--- config.mk ---
export PLATFORM = sky130hd
export DESIGN_NAME = fifo_ready_sig
export DESIGN_NICKNAME = d
export VERILOG_FILES = /design/src/rtl/fifo_rdy_pkg.sv /design/src/rtl/rdy_level_decode.sv /design/src/rtl/rdy_rx_path.sv /design/src/rtl/rdy_tx_path.sv /design/src/rtl/fifo_ready_sig.sv
export SDC_FILE = /design/constraint.sdc
export NUM_CORES = 1
export LEC_CHECK = 0
export BUFFER_PORTS_ARGS = -buffer_cell sky130_fd_sc_hd__clkbuf_2
export CAP_MARGIN = 20
export CORE_MARGIN = 4
export CORE_UTILIZATION = 41
export CTS_CLUSTER_DIAMETER = 40
export DETAILED_ROUTE_END_ITERATION = 10
export PLACE_DENSITY = 0.86
export SYNTH_ARGS = -nofsm -noshare
export SYNTH_HDL_FRONTEND = slang
export SYNTH_SLANG_ARGS = --single-unit
--- constraint.sdc ---
create_clock -name clk -period 2.7 [get_ports clk]
set_clock_uncertainty 0.15 [all_clocks]
set_input_delay 0.27 -clock clk [delete_from_list [all_inputs] [get_ports clk]]
set_output_delay 0.27 -clock clk [all_outputs]
set_load 0.02 [all_outputs]
--- src/rtl/fifo_rdy_pkg.sv ---
// Package: fifo_rdy_pkg
// Shared sizes and default trigger tables for the FIFO ready signalling block.
// Assumes FIFO counts never exceed FIFO_DEPTH.
package fifo_rdy_pkg;

    parameter int FIFO_DEPTH = 64;
    parameter int CODE_W     = 4;
    parameter int SEL_W      = 2;
    parameter int STEP_SHIFT = 2;   // level = code << STEP_SHIFT

    localparam int CNT_W = $clog2(FIFO_DEPTH + 1);

    typedef logic [CNT_W-1:0] cnt_t;

    // Default receive level for a zero code: characters stored.
    function automatic cnt_t rx_default(input logic [SEL_W-1:0] sel);
        cnt_t lvl;
        case (sel)
            2'd0:    lvl = cnt_t'(8);
            2'd1:    lvl = cnt_t'(16);
            2'd2:    lvl = cnt_t'(56);
            default: lvl = cnt_t'(60);
        endcase
        return lvl;
    endfunction

    // Default transmit level for a zero code: free slots.
    function automatic cnt_t tx_default(input logic [SEL_W-1:0] sel);
        cnt_t lvl;
        case (sel)
            2'd0:    lvl = cnt_t'(8);
            2'd1:    lvl = cnt_t'(16);
            2'd2:    lvl = cnt_t'(32);
            default: lvl = cnt_t'(56);
        endcase
        return lvl;
    endfunction

endpackage

--- src/rtl/rdy_level_decode.sv ---
// Module: rdy_level_decode
// Turns a 4-bit trigger code into a level in FIFO entries. A nonzero code
// gives code*4. A zero code picks a default level from the table that
// IS_RX selects. Purely combinational; the caller registers the results.
module rdy_level_decode
    import fifo_rdy_pkg::*;
#(
    parameter bit IS_RX = 1'b1
) (
    input  logic              clk,
    input  logic              rst_n,
    input  logic [CODE_W-1:0] code,
    input  logic [SEL_W-1:0]  dflt_sel,
    output cnt_t              level
);

    localparam int LVL_MIN = 1 << STEP_SHIFT;
    localparam int LVL_MAX = ((1 << CODE_W) - 1) << STEP_SHIFT;

    cnt_t scaled;
    cnt_t dflt;

    // Scale a nonzero code by the step size.
    always_comb begin
        scaled = cnt_t'({code, {STEP_SHIFT{1'b0}}});
    end

    // Pick the default table for this direction.
    generate
        if (IS_RX) begin : g_rx_tbl
            always_comb dflt = rx_default(dflt_sel);
        end else begin : g_tx_tbl
            always_comb dflt = tx_default(dflt_sel);
        end
    endgenerate

    // Select the programmed or the default level.
    always_comb begin
        level = (code == '0) ? dflt : scaled;
    end

    AST_LEVEL_RANGE: assert property (@(posedge clk) disable iff (!rst_n)
        (int'(level) >= LVL_MIN) && (int'(level) <= LVL_MAX) && (level[1:0] == 2'b00))
        else $error("decoded level out of range");

endmodule

--- src/rtl/rdy_rx_path.sv ---
// Module: rdy_rx_path
// Receive-side threshold and ready strobe. The single mode tracks non-empty.
// The block mode sets on reaching the level and holds until the FIFO drains.
// A stored-error flag blocks the strobe and drops the hold.
// Assumes count <= FIFO_DEPTH and a level of at least 4.
module rdy_rx_path
    import fifo_rdy_pkg::*;
(
    input  logic clk,
    input  logic rst_n,
    input  cnt_t count,
    input  cnt_t level,
    input  logic err_flag,
    input  logic multi_mode,
    output logic rdy_n,
    output logic trig
);

    logic at_level;
    logic non_empty;
    logic hold_q;
    logic hold_d;
    logic ready_d;

    // Threshold comparisons against the current count.
    always_comb begin
        at_level  = (count >= level);
        non_empty = (count != '0);
    end

    // Block-mode hold: armed at the level, kept while data remains.
    always_comb begin
        hold_d = !err_flag && non_empty && (at_level || hold_q);
    end

    // Ready condition for the selected mode.
    always_comb begin
        if (err_flag) begin
            ready_d = 1'b0;
        end else if (multi_mode) begin
            ready_d = at_level || (hold_q && non_empty);
        end else begin
            ready_d = non_empty;
        end
    end

    // Register the hold, strobe and trigger.
    always_ff @(posedge clk) begin
        if (!rst_n) begin
            hold_q <= 1'b0;
            rdy_n  <= 1'b1;
            trig   <= 1'b0;
        end else begin
            hold_q <= hold_d;
            rdy_n  <= !ready_d;
            trig   <= at_level;
        end
    end

    AST_RX_ERR_BLOCKS: assert property (@(posedge clk) disable iff (!rst_n)
        err_flag |=> rdy_n)
        else $error("receive ready active with error flagged");

    AST_RX_EMPTY_IDLE: assert property (@(posedge clk) disable iff (!rst_n)
        (count == '0) |=> (rdy_n && !trig))
        else $error("receive ready active on empty FIFO");

    AST_RX_TRIG_FOLLOWS: assert property (@(posedge clk) disable iff (!rst_n)
        (count >= level) |=> trig)
        else $error("receive trigger missed");

    AST_RX_MULTI_SET: assert property (@(posedge clk) disable iff (!rst_n)
        (multi_mode && !err_flag && count >= level) |=> !rdy_n)
        else $error("block-mode receive ready missed at level");

endmodule

--- src/rtl/rdy_tx_path.sv ---
// Module: rdy_tx_path
// Transmit-side threshold on free space and the ready strobe. The single
// mode tracks the empty state. The block mode tracks free space against
// the level. Assumes count <= FIFO_DEPTH.
module rdy_tx_path
    import fifo_rdy_pkg::*;
(
    input  logic clk,
    input  logic rst_n,
    input  cnt_t count,
    input  cnt_t level,
    input  logic multi_mode,
    output logic rdy_n,
    output logic trig
);

    localparam cnt_t DEPTH_C = cnt_t'(FIFO_DEPTH);

    cnt_t free_slots;
    logic room_ok;
    logic ready_d;

    // Free space and its comparison with the level.
    always_comb begin
        free_slots = DEPTH_C - count;
        room_ok    = (free_slots >= level);
    end

    // Ready condition for the selected mode.
    always_comb begin
        ready_d = multi_mode ? room_ok : (count == '0);
    end

    // Register the strobe and trigger.
    always_ff @(posedge clk) begin
        if (!rst_n) begin
            rdy_n <= 1'b1;
            trig  <= 1'b0;
        end else begin
            rdy_n <= !ready_d;
            trig  <= room_ok;
        end
    end

    AST_TX_SINGLE_EMPTY: assert property (@(posedge clk) disable iff (!rst_n)
        (!multi_mode && count == '0) |=> !rdy_n)
        else $error("single-mode transmit ready missed on empty");

    AST_TX_SINGLE_FILLED: assert property (@(posedge clk) disable iff (!rst_n)
        (!multi_mode && count != '0) |=> rdy_n)
        else $error("single-mode transmit ready with data present");

    AST_TX_FULL_NO_TRIG: assert property (@(posedge clk) disable iff (!rst_n)
        (count == DEPTH_C) |=> !trig)
        else $error("transmit trigger with full FIFO");

endmodule

--- src/rtl/fifo_ready_sig.sv ---
// Module: fifo_ready_sig
// Top of the FIFO trigger and ready signalling block. Splits the trigger
// register into the two direction codes, decodes the levels and drives the
// registered strobes, triggers and the active-high ready vector.
// Assumes FIFO counts are synchronous to clk and within 0..FIFO_DEPTH.
module fifo_ready_sig
    import fifo_rdy_pkg::*;
(
    input  logic                   clk,
    input  logic                   rst_n,
    input  logic [CNT_W-1:0]       rx_count,
    input  logic [CNT_W-1:0]       tx_count,
    input  logic [2*CODE_W-1:0]    trig_lvl_reg,
    input  logic [SEL_W-1:0]       rx_dflt_sel,
    input  logic [SEL_W-1:0]       tx_dflt_sel,
    input  logic                   rx_err_flag,
    input  logic                   dma_multi,
    output logic                   rxrdy_n,
    output logic                   txrdy_n,
    output logic                   rx_trig,
    output logic                   tx_trig,
    output logic [1:0]             rdy_status
);

    cnt_t rx_level;
    cnt_t tx_level;

    // Receive level from the upper code.
    rdy_level_decode #(.IS_RX(1'b1)) u_rx_lvl (
        .clk      (clk),
        .rst_n    (rst_n),
        .code     (trig_lvl_reg[2*CODE_W-1:CODE_W]),
        .dflt_sel (rx_dflt_sel),
        .level    (rx_level)
    );

    // Transmit level from the lower code.
    rdy_level_decode #(.IS_RX(1'b0)) u_tx_lvl (
        .clk      (clk),
        .rst_n    (rst_n),
        .code     (trig_lvl_reg[CODE_W-1:0]),
        .dflt_sel (tx_dflt_sel),
        .level    (tx_level)
    );

    rdy_rx_path u_rx (
        .clk        (clk),
        .rst_n      (rst_n),
        .count      (rx_count),
        .level      (rx_level),
        .err_flag   (rx_err_flag),
        .multi_mode (dma_multi),
        .rdy_n      (rxrdy_n),
        .trig       (rx_trig)
    );

    rdy_tx_path u_tx (
        .clk        (clk),
        .rst_n      (rst_n),
        .count      (tx_count),
        .level      (tx_level),
        .multi_mode (dma_multi),
        .rdy_n      (txrdy_n),
        .trig       (tx_trig)
    );

    // Active-high ready vector for a shared multi-channel status read.
    always_comb begin
        rdy_status = {~rxrdy_n, ~txrdy_n};
    end

    AST_RESET_IDLE: assert property (@(posedge clk)
        !rst_n |=> (rxrdy_n && txrdy_n && !rx_trig && !tx_trig))
        else $error("outputs not idle after reset");

endmodule

==> results.yml, run 1 <==
floorplanning:
  row_count: 13
  fp.dieH_um: 45.6
  die-area_um2: 2080
  initial_core_util: 0.440
  core_um2: 1320
  fp.dieW_um: 45.6
  ios: 36
critical_path:
  crit_cells: 8
  crit_path_end: "u_tx.trig$_SDFF_PN0_"
  critPathLaunch: "tx_count[0]"
  r2r_cells: 2
  r2r-start: "u_rx.hold_q$_SDFF_PN0_"
  crit_type: "in -> reg"
  max_stage_delay_ns: 0.61
  worstSetupEndpointType: "flop"
  critPathBufInv: 1
  arrival_ns: 2.08
  rr_endpoint: "u_rx.rdy_n$_SDFF_PN1_"
  path_cells: "clkbuf_2, or4_1, xor2_1, ha_1, a21o_1, a21oi_1, o2111ai_1, and2_1"
  cp_max_fo: 5
  rrSetupSlack_ns: 1.92
  start_kind: "input port"
  cp_slowest_cell: "or4_1"
  cp_data_required_time_ns: 2.69
  cp_top_family: "simple AND/OR/NAND/NOR gates"
hold_path:
  hold_depth: 2
  timing.hold.worst.class: "in -> reg"
pwr:
  p_int_mw: 0.184
  peakVddDrop_uv: 246
  netSwitchingPower_mw: 0.0879
  powerDensity_nw_per_um2: 343
  leakagePower_nw: 0.420
  seqPwrFrac: 0.303
  finalPower_mw: 0.271
  switching_share: 0.324
  pwr-share-clk: 0.331
  power_frac_comb: 0.366
timing:
  fin_ws_ns: 0.602
  fmax_ghz: 0.477
  setup_tns_ns: 0
  drv_slew: 0
  fin_hold_ws_ns: 0.0890
  setup_violations: 0
  relSlewSlack: 0.811
  grt_setup_unrepaired: "false"
  fin_crit_ns: 2.10
  finalCritPeriodShare: 0.777
  final-hold-violation-count: 0
  worst_pin_slew_ns: 0.280
clocking:
  hold_buffers: 0
  cts_tree: "yes"
  cts_buffers: 3
  path_clk_slew_ns: 0.04
  cts.sinks: 5
  cts-resized-gates: 0
  post_cts_buffers: 0
  cts_root_buffer: "clkbuf_4"
  htreeDepth: 1
  clk_latency_ns: 0.25
  cts_buffer_depth: 2
routing:
  via_count: 625
  avgViaCountPerCell: 4.96
  routed_wl_um: 1240
  drt_first_pass_iters: 3
  ant_nets: 0
  drt_iter0_drc: 5
  wl_per_cell_um: 9.87
  drc: 0
placed_design:
  place.port_buffers: 35
  dpl.hpwl_um: 1130
  place_area_um2: 764
  place.gp.congestion: 0.752
  dp_worst_setup_slack_ns: 0.339
  dpl.cell_count: 122
synth:
  yosys_warnings: 0
  synth_cell_types: 29
  synth_most_common_cell: "nor2_1"
  yosysSeqAreaShare: 0.173
  synth_area_leader_cell: "ha_1"
  yosys_register_bits: 5
  synth_cells: 74
  syn_area_um2: 579
  synthArstFlopShare: 0
  synth_fp_nets: 115
  synth_flop_cell: "dfxtp_1"
  synth.top_cell.area_share: 0.238
  synth.avg_cell_area_um2: 7.83
  synth_area_leaders: "ha_1 24%, dfxtp_1 17%, nor2_1 7.8%"
  synth_common_cells: "12 x nor2_1, 11 x ha_1, 5 x dfxtp_1, 5 x inv_1, 4 x nor4_1"
  synth_edf_count: 0
finish:
  finalNetCount: 153
  antenna_cells: 0
  layout-drive-gt1-share: 0.351
  post-route-util: 0.600
  syn2layout_area_growth_pct: 36.5
  fill_cells: 121
  finalNonFillerCells: 126
  design_area_um2: 791
global_route:
  grt_use_total: 0.126
  grt_pass1_vias: 473
  antenna_found_initial: 0
  overflow: 0
  grt_pass1_wl_um: 1810
  grt_start_max_net_pins: 6
job:
  cap_violations: 0
run_status:
  status: "complete, no violations"
worst min path at each step:
stage,from,end,slack (ns)
floorplan,rst_n,u_tx.rdy_n$_SDFF_PN1_,0.21
global placement,u_rx.hold_q$_SDFF_PN0_,u_rx.hold_q$_SDFF_PN0_,0.29
detailed placement,u_rx.hold_q$_SDFF_PN0_,u_rx.hold_q$_SDFF_PN0_,0.30
CTS,rst_n,u_tx.rdy_n$_SDFF_PN1_,0.08
global route,rst_n,u_tx.rdy_n$_SDFF_PN1_,0.09
finish,rst_n,u_tx.rdy_n$_SDFF_PN1_,0.09
kinds of logic after synthesis:
group / Yosys count / synth area share
and+or+nand+nor: 30 / 0.276
adders and majority gates: 11 / 0.238
xor gates and xnor gates: 4 / 0.0605
DFF: 5 / 0.173
buffers and inverters: 7 / 0.0475
AOI/OAI and AO/OA: 17 / 0.205
layout make-up:
cell class | count | area, µm² | area share
flip-flops and latches | 5 | 100 | 0.127
well taps | 15 | 18.8 | 0.0237
multi-input cells | 62 | 452 | 0.571
inverters | 5 | 18.8 | 0.0237
repair buffers | 35 | 175 | 0.222
clock buffers | 4 | 26.3 | 0.0332
per-layer routing:
layer | share of wire | track usage | up-vias | wire (µm)
met5 | 0 | 0 | - | 0
met4 | 0.011 | 0.0526 | 0 | 14
met3 | 0.075 | 0.0751 | 5 | 93
met2 | 0.42 | 0.159 | 16 | 525
met1 | 0.49 | 0.168 | 258 | 609
li1 | - | - | 346 | -
state kept, by name, indices dropped and copies added (netlist names):
| register | flops |
|---|---|
| u_rx.trig | 1 |
| u_tx.trig | 1 |
| u_tx.rdy_n | 1 |
| u_rx.hold_q | 1 |
| u_rx.rdy_n | 1 |
power groups by stage:
stage	Sequential (mW)	Combinational [mW]	Clock [mW]
after floorplan	0.0900	0.0488	0
after CTS	0.0823	0.101	0.0925
after detailed placement	0.0837	0.100	0
final	0.0823	0.0994	0.0898
after global placement	0.0835	0.0965	0
after global routing	0.0831	0.112	0.101
placed cells by master, fill, tap and decap left out, types with 2 or more instances in the layout:
master,netlist,routed
a21boi_0,3,3
a21o_1,2,2
a21oi_1,3,3
and2_1,2,2
clkbuf_2,1,35
clkbuf_4,0,3
dfxtp_1,5,5
ha_1,11,11
inv_1,5,5
nand2b_1,2,2
nor2_1,12,12
nor2b_1,2,2
nor3_1,3,3
nor4_1,4,4
or4_1,2,2
xnor2_1,2,2
xor2_1,2,2
No activity file was read; power rests on OpenSTA's default activity.
==> run 2: changes to the inputs <==
- ABC_AREA: default -> 1
- CORE_UTILIZATION: 41 -> 40
- PLACE_DENSITY: 0.86 -> 0.84
- clock period: 2.7 -> 1.9 ns (I/O delays scaled with it)
==> run 2 against run 1 <==
Total power increased by 46%. First-iteration DRC count unchanged. Via count increased by 28%. Non-clock buffer count unchanged. Die area increased by 18%. Sequential cell count unchanged. Global-route usage increased by 0.54 points. Combinational power increased by 56%.
==> results.yml, run 2 <==
timing:
  drv_slew: 0
  setup_violations: 0
  setup_tns_ns: 0
  grt_setup_unrepaired: "false"
  fin_crit_ns: 1.62
  fin_ws_ns: 0.276
  worst_pin_slew_ns: 0.239
  relSlewSlack: 0.839
  fmax_ghz: 0.616
  fin_hold_ws_ns: 0.0453
  finalCritPeriodShare: 0.855
  final-hold-violation-count: 0
floorplanning:
  die-area_um2: 2450
  ios: 36
  initial_core_util: 0.442
  fp.dieH_um: 49.5
  fp.dieW_um: 49.5
  row_count: 14
  core_um2: 1560
pwr:
  seqPwrFrac: 0.294
  switching_share: 0.340
  p_int_mw: 0.261
  power_frac_comb: 0.391
  pwr-share-clk: 0.315
  finalPower_mw: 0.395
  peakVddDrop_uv: 173
  powerDensity_nw_per_um2: 436
  leakagePower_nw: 0.574
  netSwitchingPower_mw: 0.134
critical_path:
  cp_data_required_time_ns: 1.94
  cp_slowest_cell: "ha_1"
  max_stage_delay_ns: 0.30
  crit_type: "in -> reg"
  worstSetupEndpointType: "flop"
  start_kind: "input port"
  path_cells: "clkbuf_2, inv_1, nand2_2, nor2_4, inv_2, or2_1, nand2_1, inv_1, ha_1, a21oi_1, o21bai_1, nor2_2, nand3_1, nand2_1"
  arrival_ns: 1.66
  critPathBufInv: 4
  cp_top_family: "simple AND/OR/NAND/NOR gates"
  cp_max_fo: 3
placed_design:
  place.gp.congestion: 0.769
  place_area_um2: 881
  place.port_buffers: 35
  dp_worst_setup_slack_ns: 0.0260
  dpl.cell_count: 166
  dpl.hpwl_um: 1420
global_route:
  grt_use_total: 0.131
  grt_start_max_net_pins: 5
  overflow: 0
  antenna_found_initial: 0
  grt_pass1_wl_um: 2630
  grt_pass1_vias: 732
synth:
  synth_cells: 116
  synth_fp_nets: 157
  synth_edf_count: 0
  yosys_register_bits: 5
  synth_flop_cell: "dfxtp_1"
  syn_area_um2: 689
  synth.top_cell.area_share: 0.200
  synth_cell_types: 23
  synth_common_cells: "27 x inv_1, 20 x nand2_1, 16 x nor2_1"
  yosys_warnings: 0
  synth.avg_cell_area_um2: 5.94
  synth_most_common_cell: "inv_1"
  synth_area_leader_cell: "ha_1"
  synth_area_leaders: "ha_1 20%, inv_1 15%, dfxtp_1 15%"
  yosysSeqAreaShare: 0.145
  synthArstFlopShare: 0
finish:
  syn2layout_area_growth_pct: 31.6
  design_area_um2: 907
  layout-drive-gt1-share: 0.305
  finalNetCount: 196
  final_cell_mix: "35 x clkbuf_2, 27 x inv_1, 20 x nand2_1"
  layout_commonest_cell: "clkbuf_2"
  post-route-util: 0.582
  regArea_um2: 100
  fill_cells: 158
  finalNonFillerCells: 170
  multiInputGateArea_um2: 473
  antenna_cells: 0
clocking:
  cts_root_buffer: "clkbuf_4"
  cts_buffers: 3
  hold_buffers: 0
  cts_buffer_depth: 2
  htreeDepth: 1
  cts_tree: "yes"
  clk_latency_ns: 0.24
  post_cts_buffers: 0
  cts-resized-gates: 0
  path_clk_slew_ns: 0.04
  cts.sinks: 5
routing:
  ant_nets: 0
  avgViaCountPerCell: 4.69
  drt_iter0_drc: 5
  routed_wl_um: 1600
  drt_first_pass_iters: 6
  drc: 0
  wl_per_cell_um: 9.39
  via_count: 798
hold_path:
  timing.hold.worst.class: "in -> reg"
job:
  cap_violations: 0
run_status:
  status: "complete, no violations"
run 2: cells by family after synthesis:
group | after synthesis | share of synthesized area
XOR/XNOR | 2 | 0.0254
AND/OR/NAND/NOR | 54 | 0.354
adder cells (fa/ha/maj) | 11 | 0.200
buffers and inverters | 31 | 0.169
flip-flops | 5 | 0.145
AO/OA/AOI/OAI | 13 | 0.107
run 2: worst paths after layout:
| path | start | endpoint | slack, ns | cells past startpoint |
|---|---|---|---|---|
| worst min register to register | u_rx.hold_q$_SDFF_PN0_ | u_rx.hold_q$_SDFF_PN0_ | 0.31 | 2 |
| worst min-delay path | rx_err_flag | u_rx.rdy_n$_SDFF_PN1_ | 0.05 | 3 |
| worst max-delay path | tx_count[0] | u_tx.rdy_n$_SDFF_PN1_ | 0.28 | 14 |
| worst max register to register | u_rx.hold_q$_SDFF_PN0_ | u_rx.rdy_n$_SDFF_PN1_ | 1.09 | 3 |
run 2: cell type report:
type                            instances  area share
Clock buffer                            4      0.0290
Inverter                               30       0.124
Multi-Input combinational cell         80       0.521
Sequential cell                         5       0.110
Tap cell                               16      0.0221
Timing Repair Buffer                   35       0.193
run 2: power by group through the flow:
stage,registers (mW),clock network (mW),logic [mW]
CTS,0.116,0.129,0.157
global placement,0.118,0,0.149
global route,0.117,0.135,0.179
finish,0.116,0.125,0.155
floorplan,0.126,0,0.0860
detailed placement,0.118,0,0.155
run 2: worst reg2reg max path, stage by stage (launching register included):
cell	delay, ns
dfxtp_1	0.32
inv_1	0.04
nand4_1	0.09
nand3_1	0.09
run 2: routing by layer:
metal  up-vias  global-route usage  wire length (µm)
li1        433                   -                 -
met1       341               0.136               616
met2        22               0.252               879
met3         2              0.0181                83
met4         0              0.0691                17
met5         -                   0                 0
